`config.mk`:
```
export PLATFORM = sky130hd
export DESIGN_NAME = olink_pair
export DESIGN_NICKNAME = d
export VERILOG_FILES = /design/src/rtl/olink_pkg.sv /design/src/rtl/olink_rst_sync.sv /design/src/rtl/olink_tx.sv /design/src/rtl/olink_rx_detect.sv /design/src/rtl/olink_rx_assemble.sv /design/src/rtl/olink_pair.sv
export SDC_FILE = /design/constraint.sdc
export NUM_CORES = 1
export LEC_CHECK = 0
export BUFFER_PORTS_ARGS = -buffer_cell sky130_fd_sc_hd__buf_4
export CAP_MARGIN = 5
export CORE_MARGIN = 3
export CORE_UTILIZATION = 50
export CTS_CLUSTER_DIAMETER = 150
export DETAILED_ROUTE_END_ITERATION = 7
export GPL_ROUTABILITY_DRIVEN = 0
export HOLD_SLACK_MARGIN = 0.05
export PLACE_DENSITY_LB_ADDON = 0.08
export SETUP_SLACK_MARGIN = 0.3
export SLEW_MARGIN = 20
export SYNTH_ARGS = -nofsm -noshare
export SYNTH_HDL_FRONTEND = slang
export SYNTH_SLANG_ARGS = --single-unit
```
`constraint.sdc`:
```
create_clock -name clk -period 1.6 [get_ports clk]
set_input_delay 0.16 -clock clk [delete_from_list [all_inputs] [get_ports clk]]
set_output_delay 0.16 -clock clk [all_outputs]
set_load 0.005 [all_outputs]
```
`src/rtl/olink_pkg.sv`:
```
package olink_pkg;

  typedef enum logic [1:0] {
    TX_IDLE = 2'd0,
    TX_SYM  = 2'd1,
    TX_RTZ  = 2'd2
  } tx_phase_e;

  typedef enum logic {
    RX_OPEN = 1'b0,
    RX_HELD = 1'b1
  } rx_phase_e;

  localparam int unsigned LINK_WIRES = 4;

  function automatic logic [LINK_WIRES-1:0] sym_encode(input logic [1:0] v);
    logic [LINK_WIRES-1:0] w;
    w = '0;
    w[v] = 1'b1;
    return w;
  endfunction

  function automatic logic [1:0] sym_decode(input logic [LINK_WIRES-1:0] w);
    logic [1:0] v;
    v = 2'd0;
    for (int i = 0; i < LINK_WIRES; i++) begin
      if (w[i]) v = 2'(i);
    end
    return v;
  endfunction

endpackage

```
`src/rtl/olink_rst_sync.sv`:
```
module olink_rst_sync #(
  parameter int unsigned STAGES = 2
) (
  input  logic clk,
  input  logic rst_n,
  output logic rst_n_sync
);
  logic [STAGES-1:0] chain_q;

  always_ff @(posedge clk or negedge rst_n) begin
    if (!rst_n) chain_q <= '0;
    else        chain_q <= {chain_q[STAGES-2:0], 1'b1};
  end

  assign rst_n_sync = chain_q[STAGES-1];
endmodule

```
`src/rtl/olink_tx.sv`:
```
module olink_tx
  import olink_pkg::*;
#(
  parameter int unsigned WORD_W = 8
) (
  input  logic              clk,
  input  logic              rst_n,
  input  logic              in_valid,
  output logic              in_ready,
  input  logic [WORD_W-1:0] in_data,
  input  logic              in_last,
  output logic [3:0]        d_o,
  output logic              eop_o,
  input  logic              ack_i
);
  localparam int unsigned SYMS  = WORD_W / 2;
  localparam int unsigned IDX_W = (SYMS > 1) ? $clog2(SYMS) : 1;
  localparam logic [IDX_W-1:0] IDX_END = IDX_W'(SYMS - 1);

  tx_phase_e          phase_q, phase_n;
  logic [WORD_W-1:0]  word_q, word_n;
  logic [IDX_W-1:0]   idx_q, idx_n;
  logic               last_q, last_n;
  logic               trail_q, trail_n;
  logic [3:0]         dw_q, dw_n;
  logic               ew_q, ew_n;
  logic [WORD_W-1:0]  shifted;
  logic               accept;

  assign in_ready = (phase_q == TX_IDLE) && !ack_i;
  assign accept   = in_valid && in_ready;
  assign shifted  = word_q >> {idx_q + IDX_W'(1), 1'b0};

  always_comb begin
    phase_n = phase_q;
    word_n  = word_q;
    idx_n   = idx_q;
    last_n  = last_q;
    trail_n = trail_q;
    dw_n    = dw_q;
    ew_n    = ew_q;
    unique case (phase_q)
      TX_IDLE: begin
        if (accept) begin
          word_n  = in_data;
          last_n  = in_last;
          idx_n   = '0;
          trail_n = 1'b0;
          dw_n    = sym_encode(in_data[1:0]);
          phase_n = TX_SYM;
        end
      end
      TX_SYM: begin
        if (ack_i) begin
          dw_n    = '0;
          ew_n    = 1'b0;
          phase_n = TX_RTZ;
        end
      end
      TX_RTZ: begin
        if (!ack_i) begin
          if (trail_q) begin
            trail_n = 1'b0;
            phase_n = TX_IDLE;
          end else if (idx_q == IDX_END) begin
            if (last_q) begin
              trail_n = 1'b1;
              ew_n    = 1'b1;
              phase_n = TX_SYM;
            end else begin
              phase_n = TX_IDLE;
            end
          end else begin
            idx_n   = idx_q + IDX_W'(1);
            dw_n    = sym_encode(shifted[1:0]);
            phase_n = TX_SYM;
          end
        end
      end
      default: phase_n = TX_IDLE;
    endcase
  end

  always_ff @(posedge clk or negedge rst_n) begin
    if (!rst_n) begin
      phase_q <= TX_IDLE;
      word_q  <= '0;
      idx_q   <= '0;
      last_q  <= 1'b0;
      trail_q <= 1'b0;
      dw_q    <= '0;
      ew_q    <= 1'b0;
    end else begin
      phase_q <= phase_n;
      word_q  <= word_n;
      idx_q   <= idx_n;
      last_q  <= last_n;
      trail_q <= trail_n;
      dw_q    <= dw_n;
      ew_q    <= ew_n;
    end
  end

  assign d_o   = dw_q;
  assign eop_o = ew_q;

  // one forward wire at most
  a_r2_one_wire: assert property (@(posedge clk) disable iff (!rst_n)
    $countones({d_o, eop_o}) <= 1);
  // a raised symbol is held until acknowledged
  a_r4_hold_symbol: assert property (@(posedge clk) disable iff (!rst_n)
    (({d_o, eop_o} != 5'd0) && !ack_i) |=> $stable({d_o, eop_o}));
  // nothing new is raised while ack is still high
  a_r4_no_early_raise: assert property (@(posedge clk) disable iff (!rst_n)
    (({d_o, eop_o} == 5'd0) && ack_i) |=> ({d_o, eop_o} == 5'd0));
endmodule

```
`src/rtl/olink_rx_detect.sv`:
```
module olink_rx_detect
  import olink_pkg::*;
(
  input  logic       clk,
  input  logic       rst_n,
  input  logic [3:0] d_i,
  input  logic       eop_i,
  output logic       ack_o,
  output logic       sym_stb,
  output logic       sym_eop,
  output logic [1:0] sym_val,
  output logic       clash_stb
);
  rx_phase_e  phase_q, phase_n;
  logic       stb_q, stb_n;
  logic       eop_q, eop_n;
  logic [1:0] val_q, val_n;
  logic       clash_q, clash_n;
  logic [2:0] raised;

  assign raised = 3'($countones({d_i, eop_i}));

  always_comb begin
    phase_n = phase_q;
    stb_n   = 1'b0;
    eop_n   = eop_q;
    val_n   = val_q;
    clash_n = 1'b0;
    unique case (phase_q)
      RX_OPEN: begin
        if (raised == 3'd1) begin
          stb_n   = 1'b1;
          eop_n   = eop_i;
          val_n   = sym_decode(d_i);
          phase_n = RX_HELD;
        end else if (raised > 3'd1) begin
          clash_n = 1'b1;
        end
      end
      RX_HELD: begin
        if (raised == 3'd0) phase_n = RX_OPEN;
      end
      default: phase_n = RX_OPEN;
    endcase
  end

  always_ff @(posedge clk or negedge rst_n) begin
    if (!rst_n) begin
      phase_q <= RX_OPEN;
      stb_q   <= 1'b0;
      eop_q   <= 1'b0;
      val_q   <= '0;
      clash_q <= 1'b0;
    end else begin
      phase_q <= phase_n;
      stb_q   <= stb_n;
      eop_q   <= eop_n;
      val_q   <= val_n;
      clash_q <= clash_n;
    end
  end

  assign ack_o     = (phase_q == RX_HELD);
  assign sym_stb   = stb_q;
  assign sym_eop   = eop_q;
  assign sym_val   = val_q;
  assign clash_stb = clash_q;

  // a clash is never acknowledged
  a_r8_no_ack_on_clash: assert property (@(posedge clk) disable iff (!rst_n)
    (!ack_o && ($countones({d_i, eop_i}) > 1)) |=> !ack_o);
  // ack falls once the spacer is seen
  a_r5_ack_release: assert property (@(posedge clk) disable iff (!rst_n)
    (ack_o && ({d_i, eop_i} == 5'd0)) |=> !ack_o);
  // a symbol report comes with the acknowledge
  a_r5_stb_with_ack: assert property (@(posedge clk) disable iff (!rst_n)
    sym_stb |-> ack_o);
endmodule

```
`src/rtl/olink_rx_assemble.sv`:
```
module olink_rx_assemble #(
  parameter int unsigned WORD_W = 8
) (
  input  logic              clk,
  input  logic              rst_n,
  input  logic              sym_stb,
  input  logic              sym_eop,
  input  logic [1:0]        sym_val,
  input  logic              clash_stb,
  output logic              out_valid,
  output logic [WORD_W-1:0] out_data,
  output logic              out_last,
  output logic              err_o
);
  localparam int unsigned SYMS  = WORD_W / 2;
  localparam int unsigned CNT_W = (SYMS > 1) ? $clog2(SYMS) : 1;
  localparam logic [CNT_W-1:0] CNT_END = CNT_W'(SYMS - 1);

  logic [WORD_W-1:0] acc_q, acc_n;
  logic [CNT_W-1:0]  cnt_q, cnt_n;
  logic [WORD_W-1:0] pend_q, pend_n;
  logic              pend_v_q, pend_v_n;
  logic              ov_q, ov_n;
  logic [WORD_W-1:0] od_q, od_n;
  logic              ol_q, ol_n;
  logic              err_q, err_n;
  logic [WORD_W-1:0] shifted_in;

  assign shifted_in = {sym_val, acc_q[WORD_W-1:2]};

  always_comb begin
    acc_n    = acc_q;
    cnt_n    = cnt_q;
    pend_n   = pend_q;
    pend_v_n = pend_v_q;
    ov_n     = 1'b0;
    od_n     = od_q;
    ol_n     = ol_q;
    err_n    = err_q | clash_stb;
    if (sym_stb) begin
      if (sym_eop) begin
        if (pend_v_q && (cnt_q == '0)) begin
          ov_n = 1'b1;
          od_n = pend_q;
          ol_n = 1'b1;
        end else begin
          err_n = 1'b1;
        end
        pend_v_n = 1'b0;
        cnt_n    = '0;
      end else begin
        if (pend_v_q) begin
          ov_n     = 1'b1;
          od_n     = pend_q;
          ol_n     = 1'b0;
          pend_v_n = 1'b0;
        end
        acc_n = shifted_in;
        if (cnt_q == CNT_END) begin
          pend_n   = shifted_in;
          pend_v_n = 1'b1;
          cnt_n    = '0;
        end else begin
          cnt_n = cnt_q + CNT_W'(1);
        end
      end
    end
  end

  always_ff @(posedge clk or negedge rst_n) begin
    if (!rst_n) begin
      acc_q    <= '0;
      cnt_q    <= '0;
      pend_q   <= '0;
      pend_v_q <= 1'b0;
      ov_q     <= 1'b0;
      od_q     <= '0;
      ol_q     <= 1'b0;
      err_q    <= 1'b0;
    end else begin
      acc_q    <= acc_n;
      cnt_q    <= cnt_n;
      pend_q   <= pend_n;
      pend_v_q <= pend_v_n;
      ov_q     <= ov_n;
      od_q     <= od_n;
      ol_q     <= ol_n;
      err_q    <= err_n;
    end
  end

  assign out_valid = ov_q;
  assign out_data  = od_q;
  assign out_last  = ol_q;
  assign err_o     = err_q;

  // the error flag is sticky
  a_r8_sticky: assert property (@(posedge clk) disable iff (!rst_n)
    err_o |=> err_o);
  // output is a single-cycle pulse
  a_r6_pulse: assert property (@(posedge clk) disable iff (!rst_n)
    out_valid |=> !out_valid);
  // a lone end-of-packet raises the error
  a_r9_lone_eop: assert property (@(posedge clk) disable iff (!rst_n)
    (sym_stb && sym_eop && !pend_v_q) |=> (err_o && !out_valid));
endmodule

```
`src/rtl/olink_pair.sv`:
```
module olink_pair #(
  parameter int unsigned WORD_W = 8
) (
  input  logic              clk,
  input  logic              rst_n,
  input  logic              tx_valid_i,
  output logic              tx_ready_o,
  input  logic [WORD_W-1:0] tx_data_i,
  input  logic              tx_last_i,
  output logic [3:0]        lnk_tx_d_o,
  output logic              lnk_tx_eop_o,
  input  logic              lnk_tx_ack_i,
  input  logic [3:0]        lnk_rx_d_i,
  input  logic              lnk_rx_eop_i,
  output logic              lnk_rx_ack_o,
  output logic              rx_valid_o,
  output logic [WORD_W-1:0] rx_data_o,
  output logic              rx_last_o,
  output logic              rx_err_o
);
  logic       rst_n_s;
  logic       sym_stb;
  logic       sym_eop;
  logic [1:0] sym_val;
  logic       clash_stb;

  olink_rst_sync #(.STAGES(2)) u_rst (
    .clk        (clk),
    .rst_n      (rst_n),
    .rst_n_sync (rst_n_s)
  );

  olink_tx #(.WORD_W(WORD_W)) u_tx (
    .clk      (clk),
    .rst_n    (rst_n_s),
    .in_valid (tx_valid_i),
    .in_ready (tx_ready_o),
    .in_data  (tx_data_i),
    .in_last  (tx_last_i),
    .d_o      (lnk_tx_d_o),
    .eop_o    (lnk_tx_eop_o),
    .ack_i    (lnk_tx_ack_i)
  );

  olink_rx_detect u_det (
    .clk       (clk),
    .rst_n     (rst_n_s),
    .d_i       (lnk_rx_d_i),
    .eop_i     (lnk_rx_eop_i),
    .ack_o     (lnk_rx_ack_o),
    .sym_stb   (sym_stb),
    .sym_eop   (sym_eop),
    .sym_val   (sym_val),
    .clash_stb (clash_stb)
  );

  olink_rx_assemble #(.WORD_W(WORD_W)) u_asm (
    .clk       (clk),
    .rst_n     (rst_n_s),
    .sym_stb   (sym_stb),
    .sym_eop   (sym_eop),
    .sym_val   (sym_val),
    .clash_stb (clash_stb),
    .out_valid (rx_valid_o),
    .out_data  (rx_data_o),
    .out_last  (rx_last_o),
    .err_o     (rx_err_o)
  );
endmodule

```
==> results of run 1 <==
worst paths after layout:
path	slack, ns	start	cells past startpoint	end
worst max-delay path	-0.21	lnk_rx_eop_i	8	u_det.sym_eop$_DFFE_PN0P_
worst min-delay path	0.08	tx_data_i[5]	2	u_tx.word_q[5]$_DFFE_PN0P_
worst max register to register	-0.17	u_tx.idx_q[0]$_DFFE_PN0P_	5	u_tx.d_o[3]$_DFFE_PN0P_
worst min register to register	0.23	u_rst.chain_q[1]$_DFF_PN0_	0	u_tx.word_q[1]$_DFFE_PN0P_
max in group asynchronous	0.81	u_rst.chain_q[1]$_DFF_PN0_	1	u_det.sym_eop$_DFFE_PN0P_
min in group asynchronous	0.16	rst_n	2	u_rst.chain_q[0]$_DFF_PN0_
flip-flops by register name (all words and copies together), names as in the netlist, 2 cells and up:
register	flops
u_tx.word_q	8
u_asm.cnt_q	2
u_asm.pend_q	8
u_tx.phase_q	2
u_det.sym_val	2
u_tx.idx_q	2
u_asm.out_data	8
u_rst.chain_q	2
u_asm.acc_q	6
u_tx.d_o	4
layout by cell type (no fill, tap or decap), drive strengths merged, types with 2 or more instances in the layout:
cell type,n
nor2b,2
ha,10
mux2,37
o21ai,8
nand4,2
nand2b,3
buf,63
fa,2
o31ai,2
clkbuf,7
mux2i,3
nor2,11
a21oi,4
inv,14
mux4,2
a31oi,3
nand2,15
dfrtp,55
synth_stat cells, types with 2 or more instances:
cell type	count	area share
a21oi_1	3	0.0062
a31oi_1	3	0.0077
buf_2	3	0.0062
dfrtp_1	55	0.56
fa_1	2	0.016
ha_1	10	0.051
inv_1	14	0.022
mux2_1	2	0.0092
mux2_2	34	0.16
mux2i_1	3	0.012
mux4_2	2	0.018
nand2_1	14	0.022
nand2b_1	3	0.0077
nand4_1	2	0.0051
nor2_1	9	0.014
nor2_2	2	0.0051
nor2b_1	2	0.0051
o21ai_0	8	0.016
o31ai_1	2	0.0062
critical path, cell delays in order:
cell	delay [ns]
buf_8	0.10
ha_4	0.25
inv_2	0.03
fa_2	0.36
fa_1	0.53
nand2_2	0.09
nor3_4	0.16
mux2_4	0.31
what timing repair did:
action	CTS	global route
hold endpoints to repair	2	0
pin swaps	13	5
buffers inserted	6	5
resized for setup	24	11
setup endpoints to repair	47	38
hold buffers	1	0
gates cloned	1	0
stage by stage:
step	total power [uW]	hold WS [ns]
global route	6100	0.0714
detailed placement	4370	-0.0531
global placement	4240	-0.0579
CTS	5580	0.0789
floorplan	3670	-0.136
finish	5710	0.0826
per-layer routing:
| metal | GRT usage | wire (um) | vias to the layer above |
|---|---|---|---|
| li1 | - | - | 786 |
| met2 | 0.337 | 2580 | 43 |
| met3 | 0.0396 | 164 | 7 |
| met4 | 0.0505 | 58 | 0 |
| met5 | 0 | 0 | - |
| met1 | 0.244 | 2210 | 817 |
power groups by stage:
stage | registers, uW | clock network, uW | logic, uW
2_1_floorplan | 2200 | 0 | 1470
3_3_place_gp | 2250 | 0 | 1990
3_5_place_dp | 2290 | 0 | 2080
4_1_cts | 2270 | 915 | 2390
5_1_grt | 2340 | 980 | 2780
6_report | 2270 | 895 | 2540
kinds of logic (layout without fill, tap and decap cells):
kind of cell / count (synthesis) / count (layout) / share of synthesized area
flip-flops: 55 / 55 / 0.565
adder cells (fa/ha/maj): 12 / 12 / 0.0678
AND/OR/NAND/NOR: 39 / 40 / 0.0780
AO/OA/AOI/OAI: 21 / 21 / 0.0570
other: 1 / 1 / 0.00154
buffers and inverters: 17 / 86 / 0.0277
multiplexers: 42 / 42 / 0.203
area by class of cell:
cell class / instances / share of cell area
clock buffer: 7 / 0.0219
sequential: 55 / 0.397
tap: 65 / 0.0234
clock inverter: 1 / 0.00862
multi-input combinational: 116 / 0.371
timing repair buffer: 64 / 0.162
inverter: 14 / 0.0158
==> results.yml, run 1 <==
flow_run:
  drv_cap: 0
power_and_ir_drop:
  p_int_uw: 3900
  p_clk_frac: 0.157
  p_per_area_nw_per_um2: 1640
  comb_power_share: 0.445
  switchingPower_uw: 1810
  p_leak_uw: 0.00162
  seqPwrFrac: 0.398
  vdd_drop_max_mv: 0.744
  swShare: 0.317
floorplan:
  start_util: 0.538
  die_area_um2: 5750
  fp-row-count: 24
  io_pins: 36
  die_h_um: 75.8
  die_w_um: 75.8
  core-area_um2: 4530
final_layout:
  postLayoutCoreUtil: 0.768
  regArea_um2: 1380
  fillers: 285
  area_delta_synth_final_pct: 42.9
  fin_area_um2: 3480
  stdcell_count: 322
  multi_input_area_um2: 1290
  fin_nets: 286
  drive_above_1_share: 0.572
  antennaDiodeCount: 0
synthesis:
  syn_inst: 187
  async_flop_share: 1.00
  ys_ff_latch: 55
  ys_dominant_reg_cell: "dfrtp_1"
  yosys_warnings: 0
  synth.distinct_cells: 33
  synthesis.nets: 217
  netlist_area_um2: 2440
  syn_area_per_cell_um2: 13.0
  ys_seq_area_frac: 0.565
  synth-edff-count: 0
global_route:
  grt_max_degree: 35
  gr-total-overflow: 0
  antenna_found_initial: 0
  grt_use_total: 0.193
  grt_pass1_vias: 1807
  grt_pass1_wl_um: 8350
drt:
  vias_per_cell: 5.13
  num_vias: 1653
  final_antenna_net_count: 0
  drtIter0Drc: 74
  wirelength_um: 5010
  routedWlPerCell_um: 15.5
  dr.pass1.iters: 4
  drc_errors: 0
clocking:
  cts_buffers: 5
  cts-root-buf: "clkbuf_8"
  cts.sinks: 55
  cts_tree: "built"
  clk_path_buf_depth: 2
  htreeDepth: 2
  clkLatencyLatePin_ns: 0.30
  clk_pin_slew_ns: 0.10
timing:
  fin_crit_ns: 1.81
  final-max-slew-violation-count: 0
  fin_crit_sh: 1.13
  timing.final.ws_setup_ns: -0.213
  hold_violations: 0
  rsz0062_at_grt: "true"
  fmax_mhz: 551
  finClkSkew_ns: 0.00908
  tns_ns: -1.28
  finalSetupViolCount: 16
critical_path:
  crit_fanout: 2
  cp-start-kind: "input pin"
  critPathArrivalTime_ns: 2.00
  endpoint_kind: "flop"
  required_ns: 1.78
  crit_type: "input pin to flop"
placement:
  dp_hpwl_um: 3500
  io_buffers: 35
  dp.cells: 301
  dp_slack_ns: -0.600
  dpl_cell_area_um2: 3120
status:
  violations: "setup timing"
  status: "finished with violations"
hold_path:
  hp-class: "input pin to flop"
(Power assumes the default switching activity.)
==> run 2: changes to the inputs <==
- CTS_BUF_LIST: unset -> sky130_fd_sc_hd__clkbuf_16
==> results.yml, run 2 (synthesis results as in run 1) <==
drt:
  vias_per_cell: 5.20
  final_antenna_net_count: 0
  num_vias: 1686
  wirelength_um: 5140
  drtIter0Drc: 68
  routed.top_layer: "met4"
  wl_met2_um: 2710
  wl_met1_um: 2270
  dr.pass1.iters: 4
  routedWlPerCell_um: 15.9
  drc_errors: 0
  met3_length_um: 119
final_layout:
  fin_nets: 288
  fillers: 259
  fin_area_um2: 3580
  antennaDiodeCount: 0
  postLayoutCoreUtil: 0.790
  final_cell_mix: "dfrtp_1 (51), buf_4 (49), mux2_4 (24), mux2_2 (13), buf_6 (12)"
  area_delta_synth_final_pct: 47.0
  final_common_cell: "dfrtp_1"
  drive_above_1_share: 0.587
power_and_ir_drop:
  p_leak_uw: 0.00169
  p_int_uw: 4240
  switchingPower_uw: 1930
  p_clk_frac: 0.193
  comb_power_share: 0.435
  vdd_drop_max_mv: 0.781
  seqPwrFrac: 0.373
  swShare: 0.313
  p_per_area_nw_per_um2: 1720
critical_path:
  crit_type: "input pin to flop"
  critPathArrivalTime_ns: 2.00
  endpoint_kind: "flop"
  crit_fanout: 2
  required_ns: 1.77
  cp-start-kind: "input pin"
hold_path:
  hp-class: "input pin to flop"
global_route:
  gr-total-overflow: 0
  grt_pass1_wl_um: 8730
  grt_pass1_vias: 1848
  grt_use_total: 0.201
  antenna_found_initial: 0
  grt_max_degree: 35
clocking:
  cts.sinks: 55
  htreeDepth: 2
  clk_path_buf_depth: 2
  clk_pin_slew_ns: 0.07
  cts-root-buf: "clkbuf_16"
  cts_tree: "built"
  cts_buffers: 5
  clkLatencyLatePin_ns: 0.28
timing:
  finalSetupViolCount: 21
  final-max-slew-violation-count: 0
  fin_crit_ns: 1.83
  timing.final.ws_setup_ns: -0.234
  fmax_mhz: 545
  fin_crit_sh: 1.15
  finClkSkew_ns: 0.00529
  hold_violations: 0
  rsz0062_at_grt: "true"
status:
  status: "finished with violations"
  violations: "setup timing"
placement:
  io_buffers: 35
  dpl_cell_area_um2: 3120
  dp_hpwl_um: 3500
floorplan:
  die_h_um: 75.8
  die_area_um2: 5750
  fp-row-count: 24
  core-area_um2: 4530
  die_w_um: 75.8
  start_util: 0.538
  io_pins: 36
flow_run:
  drv_cap: 0
## run 2: changes by cell type in the layout (fill, tap and decap cells not counted), sizes merged
cell    before  now
clkbuf       7    5
inv         14   16
buf         63   65
## run 2: per-stage QoR
step | setup TNS [ns] | total power (uW) | setup WS [ns] | hold WS (ns) | std cells
2_1_floorplan | -1.79 | 3670 | -0.474 | -0.136 | 187
3_3_place_gp | -3.23 | 4240 | -0.548 | -0.0579 | 301
3_5_place_dp | -3.94 | 4370 | -0.600 | -0.0531 | 301
4_1_cts | -2.02 | 5980 | -0.190 | 0.100 | 321
5_1_grt | -3.04 | 6550 | -0.265 | 0.0973 | 324
6_report | -2.16 | 6170 | -0.234 | 0.104 | 324
## run 2: final timing paths
check,end,depth (start not counted),from,slack [ns]
max in group asynchronous,u_asm.pend_v_q$_DFFE_PN0P_,1,u_rst.chain_q[1]$_DFF_PN0_,0.84
max,u_det.sym_eop$_DFFE_PN0P_,8,lnk_rx_eop_i,-0.23
min reg2reg,u_tx.word_q[1]$_DFFE_PN0P_,0,u_rst.chain_q[1]$_DFF_PN0_,0.23
min,u_tx.word_q[5]$_DFFE_PN0P_,2,tx_data_i[5],0.10
min in group asynchronous,u_rst.chain_q[0]$_DFF_PN0_,2,rst_n,0.19
max reg2reg,u_tx.d_o[3]$_DFFE_PN0P_,5,u_tx.idx_q[0]$_DFFE_PN0P_,-0.19
## run 2: per-layer routing
metal,vias up,global-route usage
li1,790,-
met1,857,0.257
met2,32,0.354
met3,7,0.0409
met4,0,0.0427
met5,-,0
## run 2: worst max-delay path, stage by stage
cell and delay, ns:
buf_8 0.10, ha_4 0.25, inv_2 0.03, fa_2 0.36
fa_1 0.53, nand2_2 0.09, nor3_4 0.16, mux2_4 0.31
## run 2: timing repair
| item | in CTS | in global routing |
|---|---|---|
| resized for setup | 27 | 17 |
| hold buffers | 1 | 0 |
| setup endpoints to repair | 47 | 48 |
| gates cloned | 1 | 0 |
| hold endpoints to repair | 2 | 0 |
| pin swaps | 16 | 5 |
| buffers inserted | 10 | 3 |
## run 2: area by class of cell
class                   instances  area, um2  area share
repair buffers                 66        588       0.164
clock inverters                 3       37.5      0.0105
multi-input cells             116       1310       0.366
clock buffers                   5        125      0.0349
well taps                      65       81.3      0.0227
inverters                      14       57.6      0.0161
flip-flops and latches         55       1380       0.385
## run 2: power groups by stage
stage | Combinational, uW | Sequential [uW] | Clock, uW
6_report | 2680 | 2300 | 1190
5_1_grt | 2910 | 2360 | 1280
4_1_cts | 2490 | 2280 | 1210
3_5_place_dp | 2080 | 2290 | 0
3_3_place_gp | 1990 | 2250 | 0
2_1_floorplan | 1470 | 2200 | 0
==> run 3: changes to the inputs <==
- ABC_AREA: unset -> 1
- CORE_UTILIZATION: 50 -> 51
==> results.yml, run 3 <==
status:
  status: "finished with violations"
  violations: "setup timing"
drt:
  routed.top_layer: "met4"
  routedWlPerCell_um: 13.3
  final_antenna_net_count: 0
  dr.pass1.iters: 4
  drtIter0Drc: 99
  wirelength_um: 5590
  wl_met2_um: 3000
  drc_errors: 0
  wl_met1_um: 2310
  num_vias: 2114
  vias_per_cell: 5.02
  met3_length_um: 161
clocking:
  clk_pin_slew_ns: 0.07
  clkLatencyLatePin_ns: 0.29
  cts-root-buf: "clkbuf_16"
  htreeDepth: 2
  clk_path_buf_depth: 2
  cts.sinks: 55
  cts_buffers: 5
  cts_tree: "built"
final_layout:
  fin_nets: 383
  drive_above_1_share: 0.424
  antennaDiodeCount: 0
  final_cell_mix: "nand2_1 (59), dfrtp_1 (53), buf_4 (49), inv_1 (27), o21ai_0 (17)"
  area_delta_synth_final_pct: 43.5
  final_common_cell: "nand2_1"
timing:
  final-max-slew-violation-count: 0
  rsz0062_at_grt: "true"
  finClkSkew_ns: 0.00379
  hold_violations: 0
  finalSetupViolCount: 4
  fin_crit_ns: 1.76
  fin_crit_sh: 1.10
  fmax_mhz: 568
  timing.final.ws_setup_ns: -0.160
placement:
  io_buffers: 35
  dp_hpwl_um: 3600
  dp_slack_ns: -0.514
flow_run:
  drv_cap: 0
power_and_ir_drop:
  p_total_uw: 6270
  p_leak_uw: 0.00185
  vdd_drop_max_mv: 0.874
  p_per_area_nw_per_um2: 1710
synthesis:
  synth.distinct_cells: 26
  async_flop_share: 1.00
  ys_dominant_reg_cell: "dfrtp_1"
  yosys-top-cells-area: "dfrtp_1 (54%), nand2_1 (12%), o21ai_0 (5.7%), inv_1 (5.4%), ha_1 (4.9%)"
  syn_area_per_cell_um2: 8.94
  synth-edff-count: 0
  synth.top_cells.by_count: "nand2_1 (79), dfrtp_1 (55), inv_1 (37)"
  yosys_warnings: 0
  syn_inst: 286
  yosysTopAreaCell: "dfrtp_1"
  synthesis.nets: 316
  netlist_area_um2: 2560
  synth.top_cell.area_share: 0.538
  ys_seq_area_frac: 0.538
  synth.most_common_cell: "nand2_1"
  ys_ff_latch: 55
global_route:
  grt_max_degree: 36
  grt_pass1_vias: 2141
  gr-total-overflow: 0
  grt_pass1_wl_um: 9540
  antenna_found_initial: 0
  grt_use_total: 0.201
critical_path:
  critPathTopFamily: "adder cells"
  critPathArrivalTime_ns: 1.98
  crit_type: "input pin to flop"
  required_ns: 1.81
  endpoint_kind: "flop"
  cp_slowest_cell: "fa_1"
  cp_slowest_stage_delay_ns: 0.49
  cpMostUsedCell: "o21ai_1"
  cp_num_buf_inv: 2
  path_cells: "buf_6, ha_4, inv_2, fa_2, fa_1, nand2_1, or2_4, nor2_4, o21ai_1, o21ai_1"
  crit_fanout: 7
  cp-start-kind: "input pin"
floorplan:
  core-area_um2: 4790
  die_area_um2: 5900
  die_h_um: 76.8
  start_util: 0.534
  io_pins: 36
  die_w_um: 76.8
  fp-row-count: 25
hold_path:
  hp-class: "input pin to flop"
## run 3: changes by cell type in the layout (fill, tap and decap cells not counted), sizes merged, moves of 3 or more
cell	previous run	this run
o21ai	8	29
nand2	15	83
a31oi	3	0
mux2i	3	0
mux2	37	3
nand3	1	12
inv	16	38
nor2	11	25
a21oi	4	12
nand2b	3	0
## run 3: cell type report
type	count	area [um2]
timing repair buffer	65	583
clock inverter	3	16.3
fill	328	1110
clock buffer	5	125
tap	67	83.8
inverter	39	173
sequential	55	1380
multi-input combinational	187	1310
## run 3: logic make-up after synthesis
| family | count (synthesis) | synth area share |
|---|---|---|
| simple gates | 126 | 0.213 |
| flops | 55 | 0.538 |
| fa+ha+maj | 12 | 0.0646 |
| mux | 3 | 0.0132 |
| other cells | 1 | 0.00147 |
| buf+inv | 44 | 0.0670 |
| compound gates | 45 | 0.103 |
## run 3: layer usage
| metal | vias to the layer above | GRT usage |
|---|---|---|
| li1 | 1038 | - |
| met1 | 1024 | 0.237 |
| met2 | 40 | 0.357 |
| met3 | 12 | 0.0387 |
| met4 | 0 | 0.0779 |
| met5 | - | 0 |
## run 3: worst paths after layout
kind | slack [ns] | to | startpoint | cells after the start
setup / recovery | -0.16 | u_det.sym_val[1]$_DFFE_PN0P_ | lnk_rx_eop_i | 10
hold reg to reg | 0.23 | u_tx.eop_o$_DFFE_PN0P_ | u_rst.chain_q[1]$_DFF_PN0_ | 0
hold / removal | 0.10 | u_tx.word_q[3]$_DFFE_PN0P_ | tx_data_i[3] | 2
setup reg to reg | 0.12 | u_tx.word_q[3]$_DFFE_PN0P_ | u_tx.phase_q[1]$_DFFE_PN0P_ | 5
min in group asynchronous | 0.20 | u_rst.chain_q[0]$_DFF_PN0_ | rst_n | 2
max in group asynchronous | 0.83 | u_asm.acc_q[2]$_DFFE_PN0P_ | u_rst.chain_q[1]$_DFF_PN0_ | 1
## run 3: where the power goes
part	switching (uW)	total, uW	leakage (uW)	internal [uW]
Sequential	403	2340	0.000684	1930
Combinational	1460	2880	0.00110	1420
Clock	482	1050	0.0000710	572
## run 3: through the flow
stage          instances  TNS (ns)  cell area [um2]  utilization  hold WS, ns
2_1_floorplan        286    -0.930             2660            -       -0.136
3_3_place_gp         391     -1.84             3060        0.640      -0.0575
3_5_place_dp         391     -2.15             3060        0.640      -0.0559
4_1_cts              417    -0.414             3520        0.736        0.100
5_1_grt              421    -0.825             3670        0.767        0.101
6_report             421    -0.430             3670        0.767        0.104
## run 3: worst reg2reg max path: stages, from the launching register on
cell and delay, ns:
dfrtp_2 0.45, inv_4 0.10, ha_4 0.19, nand3_4 0.16, buf_12 0.18, mux2_4 0.29
## run 3: timing repair
action	4_1_cts	5_1_grt
buffers inserted	15	4
hold endpoints to repair	2	0
pin swaps	17	22
gates resized for setup	55	34
endpoints found under the setup margin	34	43
gates cloned	2	0
hold buffers	1	0
